**config.mk**
```make
export PLATFORM = sky130hd
export DESIGN_NAME = adc_pwr_seq
export DESIGN_NICKNAME = d
export VERILOG_FILES = /design/src/rtl/adc_pwr_seq_pkg.sv /design/src/rtl/pwr_pulse_gen.sv /design/src/rtl/pwr_mode_tracker.sv /design/src/rtl/pwr_cmd_ctrl.sv /design/src/rtl/adc_pwr_seq.sv
export SDC_FILE = /design/constraint.sdc
export NUM_CORES = 1
export LEC_CHECK = 0
export ABC_CLOCK_PERIOD_IN_PS = 1900
export CORE_MARGIN = 2
export CORE_UTILIZATION = 59
export DETAILED_ROUTE_END_ITERATION = 10
export PLACE_DENSITY = 0.79
export REMOVE_ABC_BUFFERS = 1
export SLEW_MARGIN = 10
export SYNTH_ARGS = -nofsm -noshare
export SYNTH_HDL_FRONTEND = slang
export SYNTH_SLANG_ARGS = --single-unit
```
**constraint.sdc**
```tcl
create_clock -name clk -period 1.9 [get_ports clk]
set_input_delay 0.475 -clock clk [delete_from_list [all_inputs] [get_ports clk]]
set_output_delay 0.475 -clock clk [all_outputs]
set_load 0.03 [all_outputs]
```
**src/rtl/adc_pwr_seq_pkg.sv**
```systemverilog
package adc_pwr_seq_pkg;

  typedef enum logic [1:0] {
    MODE_ACTIVE = 2'b00,
    MODE_NAP    = 2'b01,
    MODE_SLEEP  = 2'b10,
    MODE_WAKING = 2'b11
  } pwr_mode_e;

  typedef enum logic [1:0] {
    OP_NONE  = 2'b00,
    OP_NAP   = 2'b01,
    OP_SLEEP = 2'b10,
    OP_WAKE  = 2'b11
  } pwr_op_e;

  localparam int NAP_STROBES   = 2;
  localparam int SLEEP_STROBES = 4;
  localparam int STROBE_CNT_W  = 3;

  // Saturating strobe counter step: stops at the sleep threshold.
  function automatic logic [STROBE_CNT_W-1:0] strobe_bump(
    input logic [STROBE_CNT_W-1:0] c
  );
    if (c >= STROBE_CNT_W'(SLEEP_STROBES)) return STROBE_CNT_W'(SLEEP_STROBES);
    return c + STROBE_CNT_W'(1);
  endfunction

  // State selected by a given strobe count with the clock frozen.
  function automatic pwr_mode_e mode_for_count(
    input pwr_mode_e cur,
    input logic [STROBE_CNT_W-1:0] c
  );
    if (c >= STROBE_CNT_W'(SLEEP_STROBES)) return MODE_SLEEP;
    if (c >= STROBE_CNT_W'(NAP_STROBES))   return MODE_NAP;
    return cur;
  endfunction

  // Number of convert strobes a host command emits.
  function automatic int strobes_for_op(input pwr_op_e op);
    case (op)
      OP_NAP:   return NAP_STROBES;
      OP_SLEEP: return SLEEP_STROBES;
      default:  return 0;
    endcase
  endfunction

endpackage

```
**src/rtl/pwr_pulse_gen.sv**
```systemverilog
module pwr_pulse_gen #(
  parameter int PULSE_W = 2,
  parameter int CNT_W   = 3
) (
  input  logic             clk,
  input  logic             rst_n,
  input  logic             start,
  input  logic [CNT_W-1:0] count,
  output logic             pin,
  output logic             busy,
  output logic             done
);
  localparam int PH_W = (PULSE_W < 2) ? 1 : $clog2(PULSE_W);
  localparam logic [PH_W-1:0] PH_LOAD = PH_W'(PULSE_W - 1);

  logic [PH_W-1:0]  phase;
  logic [CNT_W-1:0] left;

  always_ff @(posedge clk or negedge rst_n) begin
    if (!rst_n) begin
      pin   <= 1'b0;
      busy  <= 1'b0;
      done  <= 1'b0;
      phase <= '0;
      left  <= '0;
    end else begin
      done <= 1'b0;
      if (!busy) begin
        if (start && (count != '0)) begin
          busy  <= 1'b1;
          pin   <= 1'b1;
          phase <= PH_LOAD;
          left  <= count;
        end
      end else if (phase != '0) begin
        phase <= phase - PH_W'(1);
      end else if (pin) begin
        pin   <= 1'b0;
        phase <= PH_LOAD;
      end else if (left == CNT_W'(1)) begin
        busy <= 1'b0;
        done <= 1'b1;
        left <= '0;
      end else begin
        pin   <= 1'b1;
        phase <= PH_LOAD;
        left  <= left - CNT_W'(1);
      end
    end
  end
endmodule

```
**src/rtl/pwr_mode_tracker.sv**
```systemverilog
module pwr_mode_tracker
  import adc_pwr_seq_pkg::*;
#(
  parameter int   SETTLE_CYC = 100000,
  parameter logic SCK_IDLE   = 1'b0
) (
  input  logic      clk,
  input  logic      rst_n,
  input  logic      conv_pin,
  input  logic      sck_pin,
  output pwr_mode_e mode,
  output logic      conv_rise,
  output logic      sck_edge,
  output logic      settle_busy
);
  localparam int ST_W = (SETTLE_CYC < 2) ? 1 : $clog2(SETTLE_CYC);
  localparam logic [ST_W-1:0] ST_LOAD = ST_W'(SETTLE_CYC - 1);

  logic                    conv_q, sck_q;
  logic [STROBE_CNT_W-1:0] strobes;
  logic [ST_W-1:0]         settle;

  assign conv_rise   = conv_pin & ~conv_q;
  assign sck_edge    = sck_pin ^ sck_q;
  assign settle_busy = (settle != '0) || (mode == MODE_WAKING);

  always_ff @(posedge clk or negedge rst_n) begin
    if (!rst_n) begin
      conv_q  <= 1'b0;
      sck_q   <= SCK_IDLE;
      strobes <= '0;
      settle  <= '0;
      mode    <= MODE_ACTIVE;
    end else begin
      conv_q <= conv_pin;
      sck_q  <= sck_pin;
      if (mode == MODE_WAKING) begin
        strobes <= '0;
        if (settle == '0) mode <= MODE_ACTIVE;
        else              settle <= settle - ST_W'(1);
      end else if (sck_edge) begin
        strobes <= '0;
        if (mode == MODE_SLEEP) begin
          mode   <= MODE_WAKING;
          settle <= ST_LOAD;
        end else begin
          mode <= MODE_ACTIVE;
        end
      end else if (conv_rise) begin
        strobes <= strobe_bump(strobes);
        mode    <= mode_for_count(mode, strobe_bump(strobes));
      end
    end
  end
endmodule

```
**src/rtl/pwr_cmd_ctrl.sv**
```systemverilog
module pwr_cmd_ctrl
  import adc_pwr_seq_pkg::*;
#(
  parameter int WAKE_PULSES = 1,
  parameter int CNT_W       = 3
) (
  input  logic             clk,
  input  logic             rst_n,
  input  logic             cmd_valid,
  input  logic [1:0]       cmd_op,
  input  pwr_mode_e        mode,
  input  logic             conv_fin,
  input  logic             sck_fin,
  output logic             conv_start,
  output logic             sck_start,
  output logic [CNT_W-1:0] conv_count,
  output logic [CNT_W-1:0] sck_count,
  output logic             ready,
  output logic             done
);
  typedef enum logic [1:0] {ST_IDLE, ST_PULSE, ST_SETTLE} ctrl_st_e;
  ctrl_st_e st;
  pwr_op_e  op_in;

  assign op_in = pwr_op_e'(cmd_op);
  assign ready = (st == ST_IDLE);

  always_ff @(posedge clk or negedge rst_n) begin
    if (!rst_n) begin
      st         <= ST_IDLE;
      conv_start <= 1'b0;
      sck_start  <= 1'b0;
      conv_count <= '0;
      sck_count  <= '0;
      done       <= 1'b0;
    end else begin
      conv_start <= 1'b0;
      sck_start  <= 1'b0;
      done       <= 1'b0;
      case (st)
        ST_IDLE: begin
          if (cmd_valid && (op_in != OP_NONE)) begin
            st <= ST_PULSE;
            if (op_in == OP_WAKE) begin
              sck_start <= 1'b1;
              sck_count <= CNT_W'(WAKE_PULSES);
            end else begin
              conv_start <= 1'b1;
              conv_count <= CNT_W'(strobes_for_op(op_in));
            end
          end
        end
        ST_PULSE: begin
          if (conv_fin || sck_fin) begin
            if (mode == MODE_WAKING) begin
              st <= ST_SETTLE;
            end else begin
              st   <= ST_IDLE;
              done <= 1'b1;
            end
          end
        end
        default: begin
          if (mode != MODE_WAKING) begin
            st   <= ST_IDLE;
            done <= 1'b1;
          end
        end
      endcase
    end
  end
endmodule

```
**src/rtl/adc_pwr_seq.sv**
```systemverilog
module adc_pwr_seq
  import adc_pwr_seq_pkg::*;
#(
  parameter int   PULSE_W     = 2,
  parameter int   SETTLE_CYC  = 100000,
  parameter int   WAKE_PULSES = 1,
  parameter logic SCK_IDLE    = 1'b0
) (
  input  logic       clk,
  input  logic       rst_n,
  input  logic       cmd_valid,
  input  logic [1:0] cmd_op,
  output logic       cmd_ready,
  output logic       cmd_done,
  output logic       conv_o,
  output logic       sck_o,
  output logic [1:0] mode,
  output logic       conv_permit,
  output logic       settle_busy
);
  localparam int MAX_PULSES = (WAKE_PULSES > SLEEP_STROBES) ? WAKE_PULSES : SLEEP_STROBES;
  localparam int CNT_W      = $clog2(MAX_PULSES + 1);
  localparam int N_CH       = 2; // channel 0: convert strobe, channel 1: serial clock

  logic             gen_start [N_CH];
  logic [CNT_W-1:0] gen_count [N_CH];
  logic             gen_pin   [N_CH];
  logic             gen_busy  [N_CH];
  logic             gen_done  [N_CH];

  pwr_mode_e mode_q;
  logic      conv_rise, sck_edge;

  pwr_cmd_ctrl #(.WAKE_PULSES(WAKE_PULSES), .CNT_W(CNT_W)) u_ctrl (
    .clk        (clk),
    .rst_n      (rst_n),
    .cmd_valid  (cmd_valid),
    .cmd_op     (cmd_op),
    .mode       (mode_q),
    .conv_fin   (gen_done[0]),
    .sck_fin    (gen_done[1]),
    .conv_start (gen_start[0]),
    .sck_start  (gen_start[1]),
    .conv_count (gen_count[0]),
    .sck_count  (gen_count[1]),
    .ready      (cmd_ready),
    .done       (cmd_done)
  );

  for (genvar ch = 0; ch < N_CH; ch++) begin : g_pin
    pwr_pulse_gen #(.PULSE_W(PULSE_W), .CNT_W(CNT_W)) u_gen (
      .clk   (clk),
      .rst_n (rst_n),
      .start (gen_start[ch]),
      .count (gen_count[ch]),
      .pin   (gen_pin[ch]),
      .busy  (gen_busy[ch]),
      .done  (gen_done[ch])
    );
  end

  assign conv_o = gen_pin[0];
  assign sck_o  = gen_pin[1] ^ SCK_IDLE;

  pwr_mode_tracker #(.SETTLE_CYC(SETTLE_CYC), .SCK_IDLE(SCK_IDLE)) u_track (
    .clk         (clk),
    .rst_n       (rst_n),
    .conv_pin    (conv_o),
    .sck_pin     (sck_o),
    .mode        (mode_q),
    .conv_rise   (conv_rise),
    .sck_edge    (sck_edge),
    .settle_busy (settle_busy)
  );

  assign mode        = mode_q;
  assign conv_permit = (mode_q == MODE_ACTIVE) && !gen_busy[0];
endmodule

```
==> results of run 1 <==
## layout make-up
| type | instances | area, µm² |
|---|---|---|
| multi-input cells | 194 | 1270 |
| flip-flops and latches | 46 | 1151 |
| fillers | 303 | 947.2 |
| repair buffers | 49 | 402.9 |
| clock buffers | 5 | 68.82 |
| well taps | 50 | 62.56 |
| inverters | 14 | 52.55 |
| clock inverters | 3 | 45.04 |
## cells in the mapped netlist (all sizes together) (3+ instances only)
cell    count
dfrtp      46
nor2       24
a21oi      22
nand2      21
o21ai      19
inv        14
nor3       12
and2        7
ha          7
mux2i       6
nor4        6
nand2b      5
nor2b       5
or4         5
buf         4
clkbuf      4
o211ai      4
o22ai       4
or2         4
nand3       3
nand4       3
o21a        3
o31ai       3
or3         3
## critical path: cells and delay by family (launching register included)
kind / cells / cell delay [ns]
AND/OR/NAND/NOR: 3 / 0.62
flip-flops: 1 / 0.43
buffers and inverters: 1 / 0.16
## flip-flops by register name, indices dropped and copies added, names as in the netlist, 2 cells and up
signal and flops:
u_ctrl.st 2, u_track.mode 2, u_ctrl.conv_count 2, g_pin.u_gen.left 6, g_pin.u_gen.busy 2, g_pin.u_gen.phase 2
g_pin.u_gen.pin 2, u_track.settle 17, u_track.strobes 3, g_pin.u_gen.done 2
## layout by cell type, fill, tap and decap left out, types with 5 or more instances in the layout
cell type,netlist,routed
sky130_fd_sc_hd__dfrtp_1,46,46
sky130_fd_sc_hd__buf_4,1,36
sky130_fd_sc_hd__nor2_1,24,24
sky130_fd_sc_hd__nand2_1,21,21
sky130_fd_sc_hd__a21oi_1,22,20
sky130_fd_sc_hd__o21ai_0,16,16
sky130_fd_sc_hd__inv_1,14,14
sky130_fd_sc_hd__nor3_1,12,12
sky130_fd_sc_hd__ha_1,7,7
sky130_fd_sc_hd__mux2i_1,6,6
sky130_fd_sc_hd__nand2b_1,5,5
sky130_fd_sc_hd__clkbuf_8,0,5
sky130_fd_sc_hd__clkdlybuf4s50_1,0,5
## power groups by stage
stage	sequential (mW)	clock [mW]	combinational (mW)
floorplan	0.998	0	0.00204
global placement	0.998	0	0.0360
detailed placement	0.998	0	0.0374
CTS	0.978	0.760	0.0373
global route	0.978	0.798	0.0413
finish	0.978	0.743	0.0355
## worst paths after layout
| path | to | slack, ns | depth (start not counted) |
|---|---|---|---|
| hold reg to reg | g_pin[1].u_gen.left[1] | 0.50 | 2 |
| max in group asynchronous | g_pin[1].u_gen.phase | 1.28 | 2 |
| hold / removal | u_track.settle[7] | 0.11 | 1 |
| setup reg to reg | u_track.settle[13] | 0.06 | 6 |
| min in group clk | g_pin[1].u_gen.left[1] | 0.50 | 2 |
| setup / recovery | settle_busy | -0.08 | 4 |
## repair_timing
| action | CTS | global route |
|---|---|---|
| hold endpoints to repair | 0 | 0 |
| buffers inserted | 1 | 2 |
| setup endpoints to repair | 5 | 8 |
| pin swaps | 1 | 7 |
| gates resized for setup | 10 | 15 |
## through the flow
step	hold WS (ns)	setup TNS [ns]	area [µm²]	cells
floorplan	0.1794	0	2416	254
global placement	0.4582	-0.2035	2859	350
detailed placement	0.4612	-0.2330	2859	350
CTS	0.1225	-0.1227	2977	359
global route	0.1436	-0.1743	3053	361
finish	0.1139	-0.08498	3053	361
## routing by layer
| layer | vias to the layer above | GRT usage [%] | share of wire (%) |
|---|---|---|---|
| li1 | 1040 | - | - |
| met1 | 1021 | 30.32 | 43 |
| met2 | 73 | 43.15 | 49 |
| met3 | 20 | 6.250 | 6.1 |
| met4 | 0 | 12.25 | 2.3 |
| met5 | - | 0 | 0 |
## cell families after synthesis
logic type / synth area share, %
compound gates: 17.44
xor+xnor: 1.377
fa+ha+maj: 3.569
buf+inv: 3.671
flops: 46.91
mux: 2.907
simple gates: 24.12
==> metrics.md, run 1 <==
| Metric | Value |
|---|---|
| Status | complete, but fails checks |
| Violated checks | negative setup slack |
| Max VDD drop | 0.4889 mV |
| Count of flip-flops with a built-in enable after synthesis | 0 |
| Final Total Pwr | between 1.5 and 2 mW |
| Clock period minus final worst setup slack | a little under 2 ns |
| Worst slack at placement | -0.2330 ns |
| Largest cells by area after synthesis | sky130_fd_sc_hd__dfrtp_1 47%, sky130_fd_sc_hd__a21oi_1 4.5%, sky130_fd_sc_hd__nor2_1 3.7% |
| Worst flop-to-flop path startpoint | u_track.settle[10] |
| Num ports | 13 |
| TritonCTS Buffers | 5 |
| Total GRT Usage | 25.56% |
| Wire length of the first global-routing pass | 8.735 mm |
| Critical path data arrival time | ~1.5 ns |
| Utilization of the core after routing | 76.32% |
| Hold Fails Final Rpt | 0 |
| Hold bufs inserted after CTS | 0 |
| Area grow syn2layout | 24.43% |
| Critical path startpoint category | register |
| Switching power summed over all nets | 0.3750 mW |
| DRC viols | 0 |
| Starting Density | 61.34% |
| Number of max-capacitance violations reported | 0 |
| Count of cell types in the netlist | roughly 50 |
| Fraction of layout instances using a drive strength above 1 | roughly 23% |
| Path class of the lowest-slack min-delay path | primary input to async pin |
| Overall die height | 68.49 µm |
| Number of antenna repair diodes | 0 |
| Post-DP HPWL | 3.944 mm |
| Power density normalized to cell area | approximately 580 nW/µm² |
| Row count | 23 |
| Endpoint type of the worst setup path | output pin |
| Launching element of the worst setup path | u_track.settle[14] |
| Dominant synthesized flop cell | sky130_fd_sc_hd__dfrtp_1 |
| Final worst clock skew | 0.007283 ns |
| Switching power as a share of total power | 21.35% |
| Root buffer cell | sky130_fd_sc_hd__clkbuf_8 |
| Critical-path maximum fanout | 2 |
| Slowest stage cell, crit path | sky130_fd_sc_hd__dfrtp_1 |
| Sequential area share after synthesis | a little under half |
| Clock latency on the worst-skew pair | 0.31 ns |
| Average vias per placed instance | about 6.0 |
| Clock share of power | 42.3% |
| Area of the die | 4690 µm² |
| Slack of the critical path | -0.08498 ns |
| Kind of critical path | register to output pin |
| Total iterations of the first detailed-routing run | 4 |
| Number of synthesis warnings | 0 |
| Transition time of the tightest slew-check pin | 0.4799 ns |
| Setup repair after global routing missed its margin | yes |
| Clock slew at the register clock pins of the worst setup and hold paths | roughly 0.090 ns |
| Required time of the worst setup path | 1.42 ns |
| Clock sink count | 46 |
| Horizontal die dimension | 68.49 µm |
| Final setup vio count | 1 |
| Leakage power total | 1.469 nW |
| Headroom to the max-slew limit | around two thirds |
| Yosys top cell by area | sky130_fd_sc_hd__dfrtp_1 |
| Sequential fraction of design power | between 50% and 60% |
| Critical Path Max Stage Delay | 0.43 ns |
| Buffer levels on the longest clock path | 2 |
| Routability Congestion | 0.9230 |
| Synth Register Bits | 46 |
| Synth top area share | between 40% and 50% |
| Share of flip-flops with an asynchronous set or reset after synthesis | 100.0% |
| Antenna Nets Post-Route | 0 |
| Violation count after the first detailed-routing iteration | ~130 |
| Maximum clock rate | 503.8 MHz |
| Sum of routed wire length over all layers | 5.511 mm |
| Cell breakdown of the critical path | nor4_4 -> and2_4 -> nand4_1 -> buf_6 |
| Average wire per cell in the routed design | approximately 15 µm |
| Final Max Slew Viols | 0 |
| Via count of the first global-routing pass | 2034 |
| Post-route fraction of the period consumed by the critical path | 104.5% |
| Total vias in the final route | 2154 |
| Initial antenna violation count | 0 |
| Gate count of the mapped netlist | 262 |
| # H-tree levels | 2 |
| Placeable Area | approximately 4000 µm² |
| TritonCTS clock tree | built |
| Global route total overflow | 0 |
| Pin count of the biggest net entering global routing | 28 |
| Combinational group share of total power | 2.0% |
| IO buf count | 12 |
| Post-synth design cell area | 2454 µm² |
| Number of nets at the end of the flow | 322 |
| Internal power consumption | 1.381 mW |
| Post-synthesis area per instance | 9.365 µm² |
No activity file was read; power rests on OpenSTA's default activity.
==> run 2, diff against run 1 <==
Settings changed: SETUP_SLACK_MARGIN set to 0.5.
==> metrics.md, run 2 (synthesis gave the netlist of run 1 again) <==
| Metric | Value |
|---|---|
| Status | complete, but fails checks |
| Violated checks | negative setup slack |
| Num ports | 13 (unchanged) |
| # H-tree levels | 2 (unchanged) |
| Clock period minus final worst setup slack | 2.132 ns (+0.1468 ns) |
| Slack of the critical path | -0.2318 ns (-0.1468 ns) |
| Total iterations of the first detailed-routing run | 6 (+2) |
| Violation count after the first detailed-routing iteration | 503 (+280%) |
| Starting Density | 61.34% (unchanged) |
| Worst slack at placement | -0.2330 ns (unchanged) |
| Endpoint type of the worst setup path | register |
| Number of antenna repair diodes | 0 (unchanged) |
| Horizontal die dimension | 68.49 µm (unchanged) |
| Row count | 23 (unchanged) |
| Average vias per placed instance | 7.284 (+22%) |
| Most frequent standard cell in the layout excluding fill and tap cells | sky130_fd_sc_hd__buf_4 |
| Post-route fraction of the period consumed by the critical path | 112.2% (+7.7 points) |
| Wire length of the first global-routing pass | 12.39 mm (+42%) |
| Setup repair after global routing missed its margin | yes |
| Buffer levels on the longest clock path | 2 (unchanged) |
| Clock sink count | 46 (unchanged) |
| Max VDD drop | 0.5430 mV (+11%) |
| Fraction of layout instances using a drive strength above 1 | 50.57% (+28 points) |
| Critical path data arrival time | 2.33 ns (+0.82 ns) |
| Flip-flop count of the largest register after layout | 17 (unchanged) |
| Total GRT Usage | 36.99% (+11 points) |
| Global route total overflow | 0 (unchanged) |
| Placement Cell Area | 2859 µm² (unchanged) |
| Final setup TNS | -0.9860 ns (-0.9011 ns) |
| Hold Fails Final Rpt | 0 (unchanged) |
| Antenna Nets Post-Route | 0 (unchanged) |
| Leakage power total | 1.746 nW (+19%) |
| Worst hold slack | 0.1139 ns (-0.00001600 ns) |
| Hold bufs inserted after CTS | 0 (unchanged) |
| Cell repeated most along the worst path | sky130_fd_sc_hd__buf_6 |
| Reg-to-reg endpoint | u_track.settle[12] |
| Final setup vio count | 9 (+8) |
| Average wire per cell in the routed design | 28.75 µm (+88%) |
| Root buffer cell | sky130_fd_sc_hd__clkbuf_8 |
| Power density normalized to cell area | 467.8 nW/µm² (-19%) |
| Worst setup slack for register-to-register paths | -0.23 ns (-0.29 ns) |
| Design area | 3837 µm² (+26%) |
| Final Max Slew Viols | 0 (unchanged) |
| Number of nets at the end of the flow | 359 (+11%) |
| Utilization of the core after routing | 95.93% (+20 points) |
| Transition time of the tightest slew-check pin | 0.5133 ns (+0.03345 ns) |
| Maximum clock rate | 469.1 MHz (-6.9%) |
| Required time of the worst setup path | 2.10 ns (+0.68 ns) |
| Area of the die | 4690 µm² (unchanged) |
| Cell breakdown of the critical path | inv_2 -> ha_4 -> buf_6 -> buf_6 -> buf_6 -> and4b_2 -> nand3_4 -> buf_4 -> o21ai_0 -> a21oi_2 |
| Via count of the first global-routing pass | 2459 (+21%) |
| Worst flop-to-flop path startpoint | u_track.settle[0] |
| Worst R2R Path Depth | 10 (+4) |
| Total area of multi-input combinational cells | 1677 µm² (+32%) |
| Sum of routed wire length over all layers | 11.44 mm (+110%) |
| Total vias in the final route | 2899 (+35%) |
| Clock slew at the register clock pins of the worst setup and hold paths | 0.10 ns (about the same) |
| DRC viols | 0 (unchanged) |
| Top Registers | u_track.settle: 17 flops, g_pin.u_gen.left: 6 flops, u_track.strobes: 3 flops |
| Overall die height | 68.49 µm (unchanged) |
| Critical Path Max Stage Delay | 0.43 ns (about the same) |
| Final worst clock skew | 0.01266 ns (+0.005378 ns) |
| Placeable Area | 4000 µm² (unchanged) |
| Number of max-capacitance violations reported | 0 (unchanged) |
| Slowest stage cell, crit path | sky130_fd_sc_hd__dfrtp_1 |
| Critical path startpoint category | register |
| TritonCTS Buffers | 5 (unchanged) |
| Initial antenna violation count | 0 (unchanged) |
| Clock latency on the worst-skew pair | 0.32 ns (about the same) |
| Critical-path maximum fanout | 5 (+3) |
| Post-DP HPWL | 3.944 mm (unchanged) |
| Kind of critical path | register to register |
| IO buf count | 12 (unchanged) |
| Path class of the lowest-slack min-delay path | primary input to async pin |
| Routability Congestion | 0.9230 (unchanged) |
| Headroom to the max-slew limit | 65.78% (-2.2 points) |
| Pin count of the biggest net entering global routing | 28 (unchanged) |
| # fillers | 86 (-72%) |
| Most flops, register | u_track.settle |
| TritonCTS clock tree | built |
| Seq. cell area | 1156 µm² (+0.44%) |
| Area grow syn2layout | 56.40% |
| Most frequent cells in the layout | 51 x sky130_fd_sc_hd__buf_4, 42 x sky130_fd_sc_hd__dfrtp_1, 26 x sky130_fd_sc_hd__buf_6 |
-- run 2: cell count changes in the layout (fill, tap and decap cells not counted), sizes merged --
cell	delta
buf	+43
clkdlybuf4s50	-2
dlygate4sd2	-4
-- run 2: worst max-delay path: cells and delay by family, from the launching register on --
family	cells	cell delay, ns
flip-flops	1	0.43
AND/OR/NAND/NOR	2	0.41
buffers and inverters	5	0.53
adder cells (fa/ha/maj)	1	0.14
AO/OA/AOI/OAI	2	0.48
-- run 2: per-layer routing --
layer | wire (µm) | vias up | global-route usage [%]
met2 | 5297 | 317 | 56.37
met5 | 0 | - | 0
li1 | - | 1110 | -
met1 | 3926 | 1362 | 45.28
met4 | 899 | 0 | 22.75
met3 | 1320 | 110 | 12.01
-- run 2: report_power, final --
group / leakage [nW] / switching, mW / internal [mW] / total [mW]
Combinational: 1.07 / 0.0267 / 0.0118 / 0.0385
Clock: 0.0504 / 0.387 / 0.392 / 0.778
Sequential: 0.626 / 0 / 0.978 / 0.978
Total: 1.75 / 0.413 / 1.38 / 1.80
-- run 2: how the worst max path moves through the flow --
stage                                    end  cells after the start               start  slack (ns)
final                     u_track.settle[12]                     10   u_track.settle[0]       -0.23
after global routing      u_track.settle[12]                     10   u_track.settle[0]       -0.41
after detailed placement         settle_busy                      4  u_track.settle[13]       -0.23
after CTS                        settle_busy                      4   u_track.settle[7]       -0.09
after floorplan                  settle_busy                      3  u_track.settle[13]        0.05
after global placement           settle_busy                      4  u_track.settle[13]       -0.20
-- run 2: layout make-up --
cell class | instances | share of cell area [%]
Clock buffer | 5 | 1.793
Clock inverter | 3 | 1.174
Inverter | 14 | 1.369
Multi-Input combinational cell | 194 | 43.69
Sequential cell | 46 | 30.13
Tap cell | 50 | 1.630
Timing Repair Buffer | 86 | 20.22
-- run 2: timing repair --
item | 4_1_cts | 5_1_grt
pin swaps | 31 | 28
resized for setup | 121 | 54
buffers inserted | 21 | 19
endpoints found under the setup margin | 33 | 36
gates cloned | 0 | 0
-- run 2: stage by stage --
stage,instances,total power [mW]
after floorplan,254,0.9999
after global placement,350,1.034
after detailed placement,350,1.035
after CTS,379,1.776
after global routing,398,1.823
final,398,1.795
==> run 3, diff against run 2 <==
Settings changed: HOLD_SLACK_MARGIN set to 0.06.
==> results of run 3 <==
Final layout, timing and power as in run 2 (identical DEF).
